### src/rtl/ipc_mailbox_pkg.sv
package ipc_mailbox_pkg;

  localparam int unsigned WORD_W = 32;
  localparam int unsigned OFS_W  = 6;

  // host byte offsets
  localparam logic [OFS_W-1:0] OFS_IN_DATA  = 6'h00;
  localparam logic [OFS_W-1:0] OFS_IN_STAT  = 6'h18;
  localparam logic [OFS_W-1:0] OFS_OUT_DATA = 6'h20;
  localparam logic [OFS_W-1:0] OFS_OUT_STAT = 6'h38;

  // status word bit positions
  localparam int unsigned BIT_FULL  = 31;
  localparam int unsigned BIT_EMPTY = 30;
  localparam int unsigned BIT_OVF   = 0;

  typedef struct packed {
    logic full;
    logic empty;
  } q_flags_t;

  function automatic logic [WORD_W-1:0] pack_status(q_flags_t f, logic ovf);
    logic [WORD_W-1:0] s;
    s            = '0;
    s[BIT_FULL]  = f.full;
    s[BIT_EMPTY] = f.empty;
    s[BIT_OVF]   = ovf;
    return s;
  endfunction

endpackage

### src/rtl/mbx_fifo.sv
module mbx_fifo #(
  parameter int unsigned WIDTH = 32,
  parameter int unsigned DEPTH = 8
) (
  input  logic             clk,
  input  logic             rst,
  input  logic             push,
  input  logic [WIDTH-1:0] push_data,
  input  logic             pop,
  output logic [WIDTH-1:0] pop_data,
  output ipc_mailbox_pkg::q_flags_t flags
);
  localparam int unsigned PTR_W = (DEPTH > 1) ? $clog2(DEPTH) : 1;
  localparam int unsigned CNT_W = $clog2(DEPTH + 1);
  localparam logic [CNT_W-1:0] CNT_MAX = CNT_W'(DEPTH);
  localparam logic [PTR_W-1:0] PTR_LAST = PTR_W'(DEPTH - 1);

  logic [WIDTH-1:0] mem [DEPTH];
  logic [PTR_W-1:0] wr_ptr, rd_ptr;
  logic [CNT_W-1:0] count;

  // named internal events
  logic push_fire, pop_fire;

  function automatic logic [PTR_W-1:0] ptr_step(logic [PTR_W-1:0] p);
    return (p == PTR_LAST) ? '0 : p + PTR_W'(1);
  endfunction

  assign flags.full  = (count == CNT_MAX);
  assign flags.empty = (count == '0);
  assign push_fire   = push && !flags.full;
  assign pop_fire    = pop && !flags.empty;
  assign pop_data    = flags.empty ? '0 : mem[rd_ptr];

  always_ff @(posedge clk) begin
    if (rst) begin
      wr_ptr <= '0;
      rd_ptr <= '0;
      count  <= '0;
    end else begin
      if (push_fire) begin
        mem[wr_ptr] <= push_data;
        wr_ptr      <= ptr_step(wr_ptr);
      end
      if (pop_fire) rd_ptr <= ptr_step(rd_ptr);
      case ({push_fire, pop_fire})
        2'b10:   count <= count + CNT_W'(1);
        2'b01:   count <= count - CNT_W'(1);
        default: count <= count;
      endcase
    end
  end

  assert_bounded_R3: assert property (@(posedge clk) disable iff (rst)
    count <= CNT_MAX);

  assert_fill_sets_full_R3: assert property (@(posedge clk) disable iff (rst)
    (push_fire && !pop_fire && count == CNT_MAX - CNT_W'(1)) |=> flags.full);

  assert_full_refuses_R6: assert property (@(posedge clk) disable iff (rst)
    (flags.full && push && !pop) |=> (flags.full && $stable(wr_ptr)));

  assert_empty_pop_hold_R7: assert property (@(posedge clk) disable iff (rst)
    (flags.empty && pop && !push) |=> (flags.empty && $stable(rd_ptr)));
endmodule

### src/rtl/mbx_host_regs.sv
module mbx_host_regs
  import ipc_mailbox_pkg::*;
(
  input  logic              clk,
  input  logic              rst,
  input  logic [OFS_W-1:0]  host_addr,
  input  logic              host_wr,
  input  logic              host_rd,
  input  logic              clr_bit,
  output logic [WORD_W-1:0] host_rdata,
  input  q_flags_t          in_flags,
  input  logic [WORD_W-1:0] in_head,
  output logic              in_pop_req,
  input  q_flags_t          out_flags,
  output logic              out_push_req
);
  logic ovf;
  logic ovf_set, ovf_clr;

  assign out_push_req = host_wr && (host_addr == OFS_OUT_DATA);
  assign in_pop_req   = host_rd && (host_addr == OFS_IN_DATA);
  assign ovf_set      = out_push_req && out_flags.full;
  assign ovf_clr      = host_wr && (host_addr == OFS_OUT_STAT) && clr_bit;

  always_ff @(posedge clk) begin
    if (rst)          ovf <= 1'b0;
    else if (ovf_set) ovf <= 1'b1;
    else if (ovf_clr) ovf <= 1'b0;
  end

  always_comb begin
    host_rdata = '0;
    if (host_rd) begin
      case (host_addr)
        OFS_IN_DATA:  host_rdata = in_head;
        OFS_IN_STAT:  host_rdata = pack_status(in_flags, 1'b0);
        OFS_OUT_STAT: host_rdata = pack_status(out_flags, ovf);
        default:      host_rdata = '0;
      endcase
    end
  end

  assert_drop_sets_ovf_R4: assert property (@(posedge clk) disable iff (rst)
    (host_wr && host_addr == OFS_OUT_DATA && out_flags.full) |=> ovf);

  assert_ovf_sticky_R4: assert property (@(posedge clk) disable iff (rst)
    (ovf && !ovf_clr) |=> ovf);

  assert_empty_read_zero_R7: assert property (@(posedge clk) disable iff (rst)
    (host_rd && host_addr == OFS_IN_DATA && in_flags.empty) |-> host_rdata == '0);

  assert_unmapped_zero_R8: assert property (@(posedge clk) disable iff (rst)
    (host_rd && host_addr != OFS_IN_DATA && host_addr != OFS_IN_STAT &&
     host_addr != OFS_OUT_STAT) |-> host_rdata == '0);
endmodule

### src/rtl/ipc_mailbox.sv
module ipc_mailbox
  import ipc_mailbox_pkg::*;
#(
  parameter int unsigned DEPTH = 8
) (
  input  logic              clk,
  input  logic              rst,
  input  logic [OFS_W-1:0]  host_addr,
  input  logic              host_wr,
  input  logic              host_rd,
  input  logic [WORD_W-1:0] host_wdata,
  output logic [WORD_W-1:0] host_rdata,
  output logic              rem_out_valid,
  input  logic              rem_out_ready,
  output logic [WORD_W-1:0] rem_out_data,
  input  logic              rem_in_valid,
  output logic              rem_in_ready,
  input  logic [WORD_W-1:0] rem_in_data
);
  q_flags_t          out_flags, in_flags;
  logic [WORD_W-1:0] in_head;
  logic              out_push_req, in_pop_req;

  mbx_fifo #(.WIDTH(WORD_W), .DEPTH(DEPTH)) u_out_q (
    .clk       (clk),
    .rst       (rst),
    .push      (out_push_req),
    .push_data (host_wdata),
    .pop       (rem_out_ready),
    .pop_data  (rem_out_data),
    .flags     (out_flags)
  );

  mbx_fifo #(.WIDTH(WORD_W), .DEPTH(DEPTH)) u_in_q (
    .clk       (clk),
    .rst       (rst),
    .push      (rem_in_valid),
    .push_data (rem_in_data),
    .pop       (in_pop_req),
    .pop_data  (in_head),
    .flags     (in_flags)
  );

  mbx_host_regs u_regs (
    .clk          (clk),
    .rst          (rst),
    .host_addr    (host_addr),
    .host_wr      (host_wr),
    .host_rd      (host_rd),
    .clr_bit      (host_wdata[BIT_OVF]),
    .host_rdata   (host_rdata),
    .in_flags     (in_flags),
    .in_head      (in_head),
    .in_pop_req   (in_pop_req),
    .out_flags    (out_flags),
    .out_push_req (out_push_req)
  );

  assign rem_out_valid = !out_flags.empty;
  assign rem_in_ready  = !in_flags.full;

  assert_remote_sees_word_R2: assert property (@(posedge clk) disable iff (rst)
    (host_wr && host_addr == OFS_OUT_DATA && !rem_out_valid) |=> rem_out_valid);

  assert_host_sees_word_R5: assert property (@(posedge clk) disable iff (rst)
    (rem_in_valid && rem_in_ready && !(host_rd && host_addr == OFS_IN_DATA))
      |=> !in_flags.empty);
endmodule

### config.mk
export PLATFORM = sky130hd
export DESIGN_NAME = ipc_mailbox
export DESIGN_NICKNAME = d
export VERILOG_FILES = /design/src/rtl/ipc_mailbox_pkg.sv /design/src/rtl/mbx_fifo.sv /design/src/rtl/mbx_host_regs.sv /design/src/rtl/ipc_mailbox.sv
export SDC_FILE = /design/constraint.sdc
export NUM_CORES = 1
export LEC_CHECK = 0
export BUFFER_PORTS_ARGS = -buffer_cell sky130_fd_sc_hd__buf_4
export CAP_MARGIN = 20
export CORE_MARGIN = 1.5
export CORE_UTILIZATION = 25
export CTS_BUF_LIST = sky130_fd_sc_hd__clkbuf_16
export CTS_CLUSTER_SIZE = 10
export DETAILED_ROUTE_END_ITERATION = 6
export GPL_TIMING_DRIVEN = 0
export HOLD_SLACK_MARGIN = 0.05
export PLACE_DENSITY = 0.45
export SYNTH_ARGS = -nofsm -noshare
export SYNTH_HDL_FRONTEND = slang
export SYNTH_SLANG_ARGS = --single-unit
### constraint.sdc
create_clock -name clk -period 4.05 [get_ports clk]
set_input_delay 0.405 -clock clk [delete_from_list [all_inputs] [get_ports clk]]
set_output_delay 0.405 -clock clk [all_outputs]
set_load 0.02 [all_outputs]
## Yosys cells after proc, flatten, opt, wreduce, memory -nomap -nowiden

Memories as Yosys holds them, arrays and structs flattened. A register that Yosys moved wholly into a read port is not among the register bits.
Cells that the tools add are included.

- Register bits after elaboration: 21
- Bits in writable memories: 512
- Input port bits: 76
- Output and inout bits: 66
- Word-level logic and storage cells: 71
- Memories kept: 2

- Add/subtract/negate cells: 8
- Equal/unequal tests: 13
- Muxes and demuxes: 22
- Reductions and logical operators: 19

Memories:

| memory | depth | bits a word | rd ports | clocked after memory_dff | write ports | line | RTL |
|---|---|---|---|---|---|---|---|
| u_in_q.mem | 8 | 32 | 1 | 1 | 1 | mbx_fifo.sv:18 | `logic [WIDTH-1:0] mem [DEPTH];` |
| u_out_q.mem | 8 | 32 | 1 | 1 | 1 | mbx_fifo.sv:18 |  |

Operator list:

| operator | count |
|---|---|
| $mux 32 | 3 |
| $pmux 32 s3 | 1 |
| $mux 3 | 8 |
| $pmux 4 s2 | 2 |
| $add 3x1->3 const B | 4 |
| $eq 3x3->1 const B | 4 |
| $eq 6x6->1 const B | 2 |
| $logic_and 1x1->1 | 9 |
| $add 4x1->4 const B | 2 |
| $eq 4x4->1 const B | 2 |
| $logic_not 4->1 | 2 |
| $mux 1 | 8 |
| $sub 4x1->4 const B | 2 |
| $eq 6x5->1 const B | 1 |
| $logic_not 6->1 | 1 |
| $reduce_bool 2->1 | 3 |
| $eq 2x1->1 const B | 2 |
| $eq 2x2->1 const B | 2 |
| $logic_not 1->1 | 4 |

## Longest topological paths before layout

Gate-level depths: netlist of run 1.

- Depth after elaboration: 6
- Depth in mapped cells: 12
- Mapped depth without buffers: 11

## Modules after synthesis

Synthesis of run 1 repeated with hierarchy kept, for this count alone.

- Cells, all modules: 1022
- Area total of the unflattened synthesis: 21194.1 µm²

By module, submodules not included:

| module | times used | cells each | area an instance (µm²) | seq. area each (µm²) |
|---|---|---|---|---|
| mbx_fifo | 2 | 481 | 10385.0 | 7947.6 |
| mbx_host_regs | 1 | 58 | 416.6 | 20.0 |
| ipc_mailbox | 1 | 2 | 7.5 | 0.0 |

## Least setup slack after synthesis of run 1

No wires, ideal clock.

- Path kind: register -> register
- Start point: reg u_in_q.count[1]
- End point: mem u_in_q.mem[0][0], enable pin
- Setup time: 0.461 ns
- Arrival: 3.612 ns
- Required time: 3.589 ns
- Slack: -0.023 ns
- Cell stages (with the launch flop): 7
- Buffers on the path: 2
- Period minus slack after synthesis: 4.073 ns
- Path through: dfxtp_1 clkbuf_2 or4b_1 clkbuf_1 nand2_2 or3_1 nor3_1

- Longest elaborated chain between the ends: 6

Ends and longest elaborated chain:

| what | line | RTL |
|---|---|---|
| start, declared | mbx_fifo.sv:20 | `logic [CNT_W-1:0] count;` |
| start signal, assigned | mbx_fifo.sv:47 | `2'b10: count <= count + CNT_W'(1);` |
| start signal, assigned | mbx_fifo.sv:48 | `2'b01: count <= count - CNT_W'(1);` |
| start signal, assigned | mbx_fifo.sv:49 | `default: count <= count;` |
| $eq 4x4->1 | mbx_fifo.sv:29 | `assign flags.full = (count == CNT_MAX);` |
| $logic_not 1->1 | - |  |
| net rem_in_ready | ipc_mailbox.sv:17 | `output logic rem_in_ready,` |
| $logic_and 1x1->1 | mbx_fifo.sv:31 | `assign push_fire = push && !flags.full;` |
| $mux 1 | mbx_fifo.sv:41 | `if (push_fire) begin` |
| $mux 1 | mbx_fifo.sv:36 | `if (rst) begin` |
| $mux 1 (implied by the code) | mbx_fifo.sv:42 | `mem[wr_ptr] <= push_data;` |
| end, declared | mbx_fifo.sv:18 |  |

The timed path passes the listed nets, and every way through them passes these cells.

==> impl_metrics.csv, run 1 <==
group,metric,value,unit
finish,final_nets,1378,
finish,fin_util,31.77,%
pwr,p_total,11.13,mW
global_route,grtUsageTotal,11.74,%
pwr,combPwrFrac,2.8,%
routing,wire_per_inst,21.02,um
finish,final_common_cell,"edfxtp_1",
setup_path,end_kind,"primary output",
clocking,cts.path.max_buffers,3,
timing,max_slew_margin,31.22,%
routing,first_pass_iters,4,
setup_path,critPathMaxFanout,10,
timing,drv_slew,0,
clocking,cts_tree,"done",
clocking,clock_sink_count,539,
clocking,clk_pin_slew,0.05,ns
placed_design,dp_cells,2231,
pwr,seqPwrFrac,55.2,%
synth,syn-cell-area,20890,um2
clocking,htreeDepth,2,
clocking,numCtsBuffers,60,
timing,min_period,3.393,ns
timing,holdWs,0.09234,ns
pwr,clockPowerShare,41.9,%
global_route,grt_pass1_vias,11180,
placed_design,pre_cts_ws,0.7135,ns
timing,worst_slew_pin_slew,1.032,ns
floorplan,num_io_pins,142,
setup_path,crit_top_cell,"clkbuf_1",
setup_path,cp.required,3.64,ns
timing,post-route-period-util,83.79,%
synth,yosysSeqAreaShare,76.20,%
floorplan,start_util,25.36,%
finish,synthToLayoutAreaGrowth,25.31,%
pwr,max-vdd-ir-drop,0.3143,mV
routing,top_layer,"met5",
routing,dr.first_iter.drc_count,522,
timing,finClkSkew,0.02636,ns
placed_design,portBuffers,140,
timing,setup_slack,0.6565,ns
placed_design,globalplace.congestion,0.6903,
setup_path,worstSetupStartpointType,"flop",
global_route,globalRouteOverflowTotal,0,
synth,synth_nets,1079,
global_route,grt_max_degree,24,
floorplan,core_area,82370,um2
pwr,p_int,8.932,mW
clocking,clock_latency,0.61,ns
setup_path,crit_arrival,2.99,ns
setup_path,worst_path_max_delay_cell,"clkbuf_1",
timing,final-setup-viol-count,0,
finish,final_cells,2389,
pwr,leakagePower,8.385,nW
routing,ant_nets,0,
clocking,clockRootBuffer,"clkbuf_16",
floorplan,fp.dieH,292.0,um
timing,hold_viol_final,0,
global_route,antenna_found_initial,4,
run_status,status,"complete, no violations",
routing,dr_wl_met2,25320,um
routing,routed_wl,50210,um
routing,vias,10370,
setup_path,cpPeakStageDelay,0.69,ns
placed_design,hpwlAfterDp,32860,um
routing,wl_met1,21670,um
min_path,min_path_type,"in -> reg",
synth,syn_inst,990,
global_route,grt_pass1_wl,73940,um
routing,wl_met3,2242,um
finish,num-fill-cells,7908,
synth,synth_seq_cells,539,
floorplan,die_w,292.0,um
pwr,swShare,19.73,%
pwr,p_per_area,425.2,nW/um2
routing,drc_errors,0,
run,cap_violations,0,
floorplan,rows,105,
setup_path,cpLargestDelayFamily,"buffers and inverters",
synth,synthDistinctLibCells,46,
synth,syn_avg_cell_area,21.10,um2
finish,drive_above_1_share,31.23,%
pwr,switching_power,2.195,mW
setup_path,crit_type,"reg -> out",
timing,fmax,0.2947,GHz
synth,synth_warnings,0,
timing,rsz0062_at_grt,"no",
setup_path,crit_buf_inv,3,
floorplan,fp.dieArea,85290,um2
setup_path,crit_chain,"clkbuf_1 > clkbuf_1 > mux4_2 > mux2i_1 > nor2_1 > buf_4",
routing,avgViaCountPerCell,4.341,
finish,layout_common_cells,"edfxtp_1 (512), buf_4 (142), mux4_2 (128)",
## power groups by stage
| stage | combinational [mW] | sequential (mW) | clock [mW] |
|---|---|---|---|
| 3_3_place_gp | 0.242 | 6.26 | 0 |
| 5_1_grt | 0.348 | 6.14 | 5.02 |
| 4_1_cts | 0.324 | 6.14 | 4.83 |
| 6_report | 0.315 | 6.15 | 4.67 |
| 3_5_place_dp | 0.265 | 6.26 | 0 |
| 2_1_floorplan | 0.0910 | 6.26 | 0 |
## flip-flops by register name, summed over array words and instances (netlist names), named ones only
signal / flops
u_out_q.wr_ptr: 3
u_out_q.mem: 256
u_in_q.mem: 256
u_in_q.rd_ptr: 3
u_out_q.count: 4
u_in_q.count: 4
u_regs.ovf: 1
u_out_q.rd_ptr: 3
u_in_q.wr_ptr: 3
## per-layer routing
metal	vias up	track usage, %
met2	222	20.44
met3	69	2.489
met1	5426	14.84
met5	-	0
met4	2	2.833
li1	4651	-
## cell usage after synthesis (all sizes together)
cell type,count,area [um2]
o21ai,5,25.02
nor3b,4,30.03
nand3b,2,15.01
inv,5,18.77
nand4b,1,8.760
nor2b,4,25.02
nand4,3,25.02
and2,1,7.510
o41ai,1,27.53
a21oi,12,60.06
nor4,1,12.51
or4,1,7.510
nand2b,2,12.51
a31oi,3,25.02
or3,4,25.02
dfxtp,27,540.5
and3b,2,17.52
nand2,13,53.80
or4b,2,23.77
nand3,3,15.01
nor2,92,345.3
nor4b,1,8.760
clkbuf,22,85.08
buf,27,136.4
edfxtp,512,15370
a211oi,1,7.510
xor2,4,35.03
mux2i,72,720.7
o22ai,3,18.77
nor3,12,65.06
and4bb,1,12.51
o311ai,1,16.27
ha,13,162.7
xnor2,3,26.28
or2,1,6.260
and3,1,6.260
mux4,128,2883
## repair_timing
item                                   4_1_cts  5_1_grt
gates resized for setup                      0        0
hold buffers                                65        0
buffers inserted                             0        0
endpoints found under the hold margin      506        0
## kinds of logic (layout without fill, tap and decap cells)
| kind of cell | count (synthesis) | after routing | synth area share (%) |
|---|---|---|---|
| adder cells (fa/ha/maj) | 13 | 13 | 0.7788 |
| buffers and inverters | 54 | 380 | 1.150 |
| flip-flops | 539 | 539 | 76.20 |
| AO/OA/AOI/OAI | 26 | 26 | 0.8627 |
| multiplexers | 200 | 200 | 17.25 |
| AND/OR/NAND/NOR | 151 | 151 | 3.462 |
| XOR/XNOR | 7 | 7 | 0.2935 |
| other | 0 | 3 | 0 |
## final cells by class
| type | instances | area (um2) | share of cell area [%] |
|---|---|---|---|
| sequential | 539 | 15920 | 60.81 |
| multi-input combinational | 397 | 4842 | 18.50 |
| timing repair buffer | 237 | 2196 | 8.390 |
| clock buffer | 61 | 1526 | 5.832 |
| tap | 1070 | 1339 | 5.115 |
| buffer | 49 | 221.5 | 0.8462 |
| clock inverter | 28 | 106.4 | 0.4063 |
| inverter | 5 | 18.77 | 0.07171 |
| antenna | 3 | 7.507 | 0.02868 |
## through the flow
| stage | area [um2] | TNS (ns) |
|---|---|---|
| floorplan | 20890 | 0 |
| CTS | 26160 | 0 |
| detailed placement | 23870 | 0 |
| finish | 26170 | 0 |
| global route | 26170 | 0 |
| global placement | 23280 | -731.24 |
## worst paths after layout
check | end | slack, ns | depth (start not counted) | from
max reg2reg | u_in_q.count[2]$_SDFFE_PP0P_ | 0.79 | 12 | u_in_q.count[1]$_SDFFE_PP0P_
min reg2reg | u_regs.ovf$_SDFFE_PP0P_ | 0.51 | 2 | u_regs.ovf$_SDFFE_PP0P_
min | u_out_q.mem[2][0]$_DFFE_PP_ | 0.09 | 1 | host_wdata[0]
max | rem_out_data[7] | 0.66 | 6 | flop
No activity file was read; power rests on OpenSTA's default activity.
==> run 2, diff against run 1 <==
ABC_AREA = 1   (was unset)
PLACE_DENSITY = 0.44   (was 0.45)
clock period = 3.5 ns   (was 4.05 ns; I/O delays follow)
==> run 2 against run 1 <==
  * Via count rose by 37%
  * Synthesized cell count rose by 74%
  * Highest routed layer unchanged
  * Clock power rose by 20%
  * Die area rose by 2.9%
  * Sequential share of layout area fell by 1.6 points
  * Critical endpoint is now host_rdata[30]
  * Combinational power rose to 13 times the previous value
  * Utilization fell by 0.21 points
==> impl_metrics.csv, run 2 <==
group,metric,value,unit
finish,top_regs,"u_in_q.mem (256), u_out_q.mem (256)",
setup_path,worstRegToRegCells,9,
global_route,grt_max_degree,24,
timing,finClkSkew,0.01675,ns
setup_path,crit_top_cell,"clkbuf_1",
synth,synth-edff-count,512,
synth,synthDistinctLibCells,38,
finish,multi_input_area,5019,um2
global_route,grt_pass1_vias,14010,
setup_path,crit_buf_inv,4,
setup_path,worst_path_max_delay_cell,"clkbuf_1",
floorplan,num_io_pins,142,
synth,syn_inst,1718,
global_route,grt_pass1_wl,91560,um
synth,synth_warnings,0,
synth,yosysMostFrequentCell,"edfxtp_1",
clocking,clk_pin_slew,0.06,ns
timing,fmax,0.3211,GHz
routing,routed_wl,62060,um
setup_path,end_kind,"primary output",
clocking,htreeDepth,2,
synth,yosysSeqAreaShare,74.04,%
setup_path,timing.rr.end,"u_out_q.mem[1][11]$_DFFE_PP_",
timing,rsz0062_at_grt,"no",
clocking,cts_tree,"done",
floorplan,die_w,296.2,um
clocking,postCtsSetupBuffers,0,
run,cap_violations,0,
setup_path,crit_chain,"clkbuf_1 > inv_1 > clkbuf_1 > o211ai_1 > nand4_1 > nand2_1 > buf_4",
pwr,leakagePower,9.180,nW
routing,ant_nets,0,
min_path,min_path_type,"in -> reg",
timing,worst_slew_pin_slew,0.9501,ns
setup_path,crit_type,"reg -> out",
routing,vias,14190,
synth,synth_seq_cells,539,
setup_path,critPathMaxFanout,10,
setup_path,cpPeakStageDelay,0.63,ns
timing,hold_viol_final,0,
placed_design,hpwlAfterDp,41070,um
floorplan,fp.dieArea,87750,um2
timing,final-setup-viol-count,0,
setup_path,cpLargestDelayFamily,"buffers and inverters",
placed_design,portBuffers,140,
timing,holdWs,0.1171,ns
clocking,clock_latency,0.61,ns
synth,synth_nets,1807,
clocking,cts_resized,0,
floorplan,core_area,85150,um2
setup_path,endpoint,"host_rdata[30]",
pwr,p_per_area,633.5,nW/um2
routing,drc_errors,0,
floorplan,start_util,25.24,%
global_route,antenna_found_initial,8,
setup_path,crit_arrival,2.76,ns
setup_path,cp.required,3.15,ns
setup_path,r2r_start,"u_out_q.count[0]$_SDFFE_PP0P_",
synth,synth_top_area_cell,"edfxtp_1",
synth,syn_avg_cell_area,12.51,um2
synth,yosys-top-cells-area,"edfxtp_1 (72%), nor2_1 (8.5%), o21ai_0 (5.4%)",
pwr,p_total,17.03,mW
finish,synthToLayoutAreaGrowth,25.04,%
clocking,clockRootBuffer,"clkbuf_16",
finish,layout_common_cells,"edfxtp_1 (512), nor2_1 (475), o21ai_0 (230)",
clocking,clock_sink_count,539,
floorplan,fp.dieH,296.2,um
finish,seqCellArea,15920,um2
timing,post-route-period-util,88.99,%
timing,min_period,3.115,ns
synth,synth_top_area_share,71.53,%
finish,final_common_cell,"edfxtp_1",
routing,avgViaCountPerCell,4.433,
floorplan,rows,107,
pwr,max-vdd-ir-drop,0.4598,mV
synth,synth_commonest_cells,"edfxtp_1 (512), nor2_1 (485), o21ai_0 (230)",
setup_path,path_depth,7,
routing,wire_per_inst,19.39,um
clocking,cts.path.max_buffers,3,
routing,dr.first_iter.drc_count,1083,
finish,num-fill-cells,8587,
setup_path,worstSetupStartpointType,"flop",
routing,first_pass_iters,5,
setup_path,rrSetupSlack,0.73,ns
clocking,cts_hold_buffers,64,
placed_design,globalplace.congestion,0.7618,
global_route,globalRouteOverflowTotal,0,
clocking,numCtsBuffers,60,
timing,drv_slew,0,
global_route,grtUsageTotal,14.08,%
synth,synth_ff_type,"edfxtp_1",
synth,syn-cell-area,21490,um2
run_status,status,"complete, no violations",
finish,drive_above_1_share,15.30,%
finish,final_nets,2102,
timing,max_slew_margin,36.32,%
synth,async_reset_ff_share,0,%
run 2: cell count changes in the layout (fill, tap and decap cells not counted), sizes merged, moves of 5 or more:
cell    delta
nand3     +12
a31oi     +59
inv       +35
nor3       -5
nand2     +44
buf       +25
o211ai    +34
mux2i     -72
clkbuf    +29
o21ai    +331
nor2     +397
mux4     -128
run 2: cells by family (layout without fill, tap and decap cells):
group                    count (synthesis)  count (layout)  synth area share, %
AND/OR/NAND/NOR                        573             573                10.38
flip-flops                             539             539                74.04
AO/OA/AOI/OAI                          452             452                11.47
buffers and inverters                  135             469                3.097
adder cells (fa/ha/maj)                 13              13               0.7568
XOR/XNOR                                 6               6               0.2445
other                                    0               4                    0
run 2: how the worst min path moves through the flow:
| stage | cells past startpoint | startpoint | to |
|---|---|---|---|
| finish | 4 | host_wr | u_regs.ovf$_SDFFE_PP0P_ |
| global route | 4 | host_wr | u_regs.ovf$_SDFFE_PP0P_ |
| CTS | 4 | host_wr | u_regs.ovf$_SDFFE_PP0P_ |
| detailed placement | 2 | u_regs.ovf$_SDFFE_PP0P_ | u_regs.ovf$_SDFFE_PP0P_ |
| global placement | 2 | u_regs.ovf$_SDFFE_PP0P_ | u_regs.ovf$_SDFFE_PP0P_ |
| floorplan | 0 | rem_in_data[0] | u_in_q.mem[0][0]$_DFFE_PP_ |
run 2: final cells by class:
class / count / share of cell area [%]
buffer: 106 / 2.072
sequential: 539 / 59.22
clock buffer: 61 / 5.679
timing repair buffer: 233 / 7.933
tap: 1144 / 5.326
inverter: 29 / 0.4050
antenna: 4 / 0.03724
multi-input combinational: 1044 / 18.67
clock inverter: 40 / 0.6610
run 2: worst min-delay path: stages:
cell and delay (ns):
buf_4 0.09, nand2_1 0.04, o21ai_0 0.15, a21oi_1 0.06
run 2: power by group:
| group | leakage, nW | switching, mW | internal, mW | total, mW |
|---|---|---|---|---|
| Combinational | 3.38 | 2.83 | 1.37 | 4.21 |
| Clock | 0.972 | 2.44 | 3.16 | 5.60 |
| Sequential | 4.83 | 0.0617 | 7.16 | 7.22 |
run 2: metrics by stage:
step | setup WS [ns] | util (%) | setup TNS [ns] | instances | area (um2)
global placement | -3.254 | 28.16 | -912.29 | 3002 | 23980
finish | 0.3854 | 31.57 | 0 | 3200 | 26880
detailed placement | 0.3105 | 28.80 | 0 | 3031 | 24520
CTS | 0.2803 | 31.55 | 0 | 3196 | 26870
global route | 0.1879 | 31.56 | 0 | 3198 | 26870
floorplan | -0.2080 | - | -39.93 | 1718 | 21490
run 2: layer usage:
layer / part of all wire [%] / vias up / track usage (%) / wire length (um)
met5: 0.090 / - / 0 / 56
met4: 1.7 / 10 / 3.011 / 1036
met3: 5.2 / 81 / 2.870 / 3211
met2: 50 / 326 / 24.85 / 31020
met1: 43 / 6959 / 17.69 / 26730
li1: - / 6811 / - / -
==> run 3, diff against run 2 <==
PLACE_DENSITY = unset   (was 0.44)
SYNTH_HIERARCHICAL = 1   (was unset)
==> run 3 against run 2 <==
  * Critical endpoint unchanged
  * Die area increased by 9.9%
  * Worst hold slack improved by 0.011 ns
  * Routed wire length grew 0.90%
  * Cell count increased by 24%
  * Fmax decreased by 4.5%
  * Synthesized cell count up 40%
  * Final area is 8.2% higher
  * Setup slack got worse by 0.15 ns
  * Clock power shrank 2%
  * Register-to-register slack better by 0.22 ns
  * Critical path depth up 2
  * Count of clock-buffer cells in the layout stayed put
==> impl_metrics.csv, run 3 <==
group,metric,value,unit
floorplan,die_w,310.5,um
pwr,swShare,32.46,%
setup_path,cpLargestDelayFamily,"buffers and inverters",
finish,fin_util,31.11,%
setup_path,worstSetupStartpointType,"flop",
timing,hold_viol_final,0,
floorplan,fp.dieArea,96440,um2
global_route,gr-max-usage-layer,"met2",
global_route,grt_util_met2,21.60,%
floorplan,num_io_pins,142,
setup_path,critPathMaxFanout,10,
finish,drive_above_1_share,12.88,%
timing,max_slew_margin,47.67,%
timing,min_period,3.263,ns
setup_path,cpPeakStageDelay,0.61,ns
finish,final_cells,3981,
routing,wire_per_inst,15.73,um
pwr,leakagePower,12.48,nW
routing,vias,16600,
clocking,clockRootBuffer,"clkbuf_16",
routing,drc_errors,0,
min_path,min_path_cells,6,
placed_design,hpwlAfterDp,40780,um
timing,fmax,0.3065,GHz
routing,first_pass_iters,5,
timing,drv_slew,0,
placed_design,portBuffers,141,
global_route,globalRouteOverflowTotal,0,
synth,synth_top_area_share,65.02,%
global_route,use_met3,2.937,%
global_route,antenna_found_initial,3,
global_route,grtUsageMet1,16.29,%
setup_path,r2r_start,"u_in_q/count[1]$_SDFFE_PP0P_",
synth,synth_top_area_cell,"edfxtp_1",
synth,synth_commonest_cells,"nand2_1 (943), edfxtp_1 (512), inv_1 (336)",
synth,synth_seq_cells,539,
min_path,min_path_type,"in -> reg",
pwr,switching_power,5.625,mW
clocking,cts.path.max_buffers,3,
clocking,postCtsSetupBuffers,0,
timing,holdWs,0.1281,ns
synth,synth_warnings,6,
setup_path,end_kind,"primary output",
setup_path,timing.rr.end,"u_in_q/mem[7][8]$_DFFE_PP_",
routing,avgViaCountPerCell,4.169,
setup_path,rrSetupSlack,0.95,ns
pwr,max-vdd-ir-drop,0.4419,mV
pwr,clockPowerShare,31.8,%
finish,final_common_cell,"nand2_1",
setup_path,worstRegToRegCells,7,
pwr,p_per_area,595.9,nW/um2
synth,synth-edff-count,512,
timing,finClkSkew,0.01646,ns
floorplan,core_area,93470,um2
timing,post-route-period-util,93.23,%
synth,synth_ff_type,"edfxtp_1",
synth,syn_inst,2403,
floorplan,rows,112,
finish,layout_common_cells,"nand2_1 (943), edfxtp_1 (512), inv_1 (373)",
pwr,p_total,17.33,mW
clocking,clock_latency,0.61,ns
pwr,seqPwrFrac,41.7,%
run_status,status,"complete, no violations",
clocking,clk_pin_slew,0.06,ns
global_route,grtUsageTotal,12.76,%
timing,worst_slew_pin_slew,0.7830,ns
clocking,cts_tree,"done",
placed_design,place_area,26740,um2
setup_path,worst_path_max_delay_cell,"clkbuf_1",
min_path,hp-start,"host_wr",
synth,async_reset_ff_share,0,%
floorplan,fp.dieH,310.5,um
setup_path,crit_arrival,2.91,ns
pwr,combPwrFrac,26.5,%
clocking,clock_sink_count,539,
routing,routed_wl,62620,um
setup_path,crit_chain,"nor2_1 > nand3_1 > clkbuf_1 > inv_1 > nand4_1 > nand3_1 > nand2_1 > inv_1 > buf_4",
synth,syn-cell-area,23650,um2
setup_path,crit_type,"reg -> out",
synth,yosys-top-cells-area,"edfxtp_1 (65%), nand2_1 (15%), inv_1 (5.3%)",
global_route,grt_pass1_vias,15870,
global_route,grt_max_degree,26,
timing,rsz0062_at_grt,"no",
clocking,numCtsBuffers,60,
setup_path,cp.required,3.15,ns
synth,syn_avg_cell_area,9.840,um2
global_route,grt_pass1_wl,94530,um
routing,dr.first_iter.drc_count,1196,
synth,synth_nets,2495,
finish,top_regs,"u_in_q/mem (256), u_out_q/mem (256)",
finish,seqCellArea,15920,um2
synth,synthDistinctLibCells,23,
setup_path,crit_buf_inv,4,
placed_design,globalplace.congestion,0.7955,
finish,final_nets,2779,
synth,yosysSeqAreaShare,67.31,%
placed_design,dp_cells,3814,
pwr,p_int,11.70,mW
finish,num-fill-cells,9493,
finish,multi_input_area,6066,um2
finish,synthToLayoutAreaGrowth,22.97,%
routing,ant_nets,0,
clocking,htreeDepth,2,
finish,final_area,29080,um2
timing,final-setup-viol-count,0,
floorplan,start_util,25.30,%
run,cap_violations,0,
min_path,whs_endpoint,"u_regs/ovf$_SDFFE_PP0P_",
synth,yosysMostFrequentCell,"nand2_1",
-- run 3: changes by cell type after synthesis, moves of 17 or more --
cell / before / now
o21ai_0: 230 / 16
buf_1: 1 / 18
clkbuf_1: 52 / 12
nand2_1: 56 / 943
o211ai_1: 34 / 0
buf_2: 28 / 68
nor2_1: 485 / 182
inv_1: 24 / 336
a31oi_1: 61 / 0
o21ai_1: 106 / 0
nor2_2: 2 / 28
nand3_1: 14 / 210
-- run 3: worst max-delay path by stage --
stage | to | from | cells past startpoint
4_1_cts | host_rdata[30] | u_out_q/count[1]$_SDFFE_PP0P_ | 9
6_report | host_rdata[30] | u_out_q/count[1]$_SDFFE_PP0P_ | 9
2_1_floorplan | u_out_q/mem[1][0]$_DFFE_PP_ | host_addr[1] | 7
3_3_place_gp | u_out_q/mem[7][13]$_DFFE_PP_ | host_addr[1] | 8
3_5_place_dp | u_out_q/mem[1][11]$_DFFE_PP_ | host_addr[1] | 9
5_1_grt | host_rdata[30] | u_out_q/count[1]$_SDFFE_PP0P_ | 9
-- run 3: logic make-up (layout without fill, tap and decap cells) --
kind of cell	after synthesis	count (layout)	share of synthesized area [%]
flip-flops	539	539	67.31
AO/OA/AOI/OAI	25	25	0.5291
other	0	2	0
adder cells (fa/ha/maj)	16	16	0.9101
XOR/XNOR	2	2	0.07409
buffers and inverters	443	765	7.551
AND/OR/NAND/NOR	1378	1378	23.63
-- run 3: final cells by class --
type / count / area share, %
multi-input combinational: 1421 / 20.86
clock inverter: 39 / 0.5164
buffer: 105 / 1.781
antenna: 2 / 0.01721
timing repair buffer: 222 / 7.083
sequential: 539 / 54.73
clock buffer: 61 / 5.250
tap: 1254 / 5.396
inverter: 338 / 4.363
-- run 3: worst register-to-register path, delay by kind of cell (launching register included) --
| family | cells | cell delay (ns) |
|---|---|---|
| simple gates | 6 | 1.61 |
| flops | 1 | 0.37 |
| buf+inv | 1 | 0.25 |
-- run 3: repair_timing --
| item | 4_1_cts | 5_1_grt |
|---|---|---|
| gates resized for setup | 0 | 2 |
| setup endpoints to repair | 0 | 1 |
| endpoints found under the hold margin | 512 | 0 |
| hold buffers | 65 | 0 |
-- run 3: per-stage QoR --
| step | setup TNS, ns | setup slack (ns) |
|---|---|---|
| after global placement | -476.36 | -1.207 |
| after CTS | 0 | 0.2580 |
| after floorplan | 0 | 0.6918 |
| after detailed placement | 0 | 0.7320 |
| final | 0 | 0.2370 |
| after global routing | 0 | 0.05360 |
-- run 3: power groups by stage --
stage / sequential, mW / clock, mW / combinational (mW)
after CTS: 7.22 / 5.63 / 4.66
after global routing: 7.23 / 5.88 / 5.07
after floorplan: 7.35 / 0 / 2.69
after global placement: 7.36 / 0 / 4.51
final: 7.22 / 5.51 / 4.59
after detailed placement: 7.35 / 0 / 4.57
-- run 3: per-layer routing --
layer  wire length (um)  part of all wire, %
met5                 33                0.053
met2              30010                   48
met3               5094                  8.1
met4               1254                  2.0
met1              26230                   42
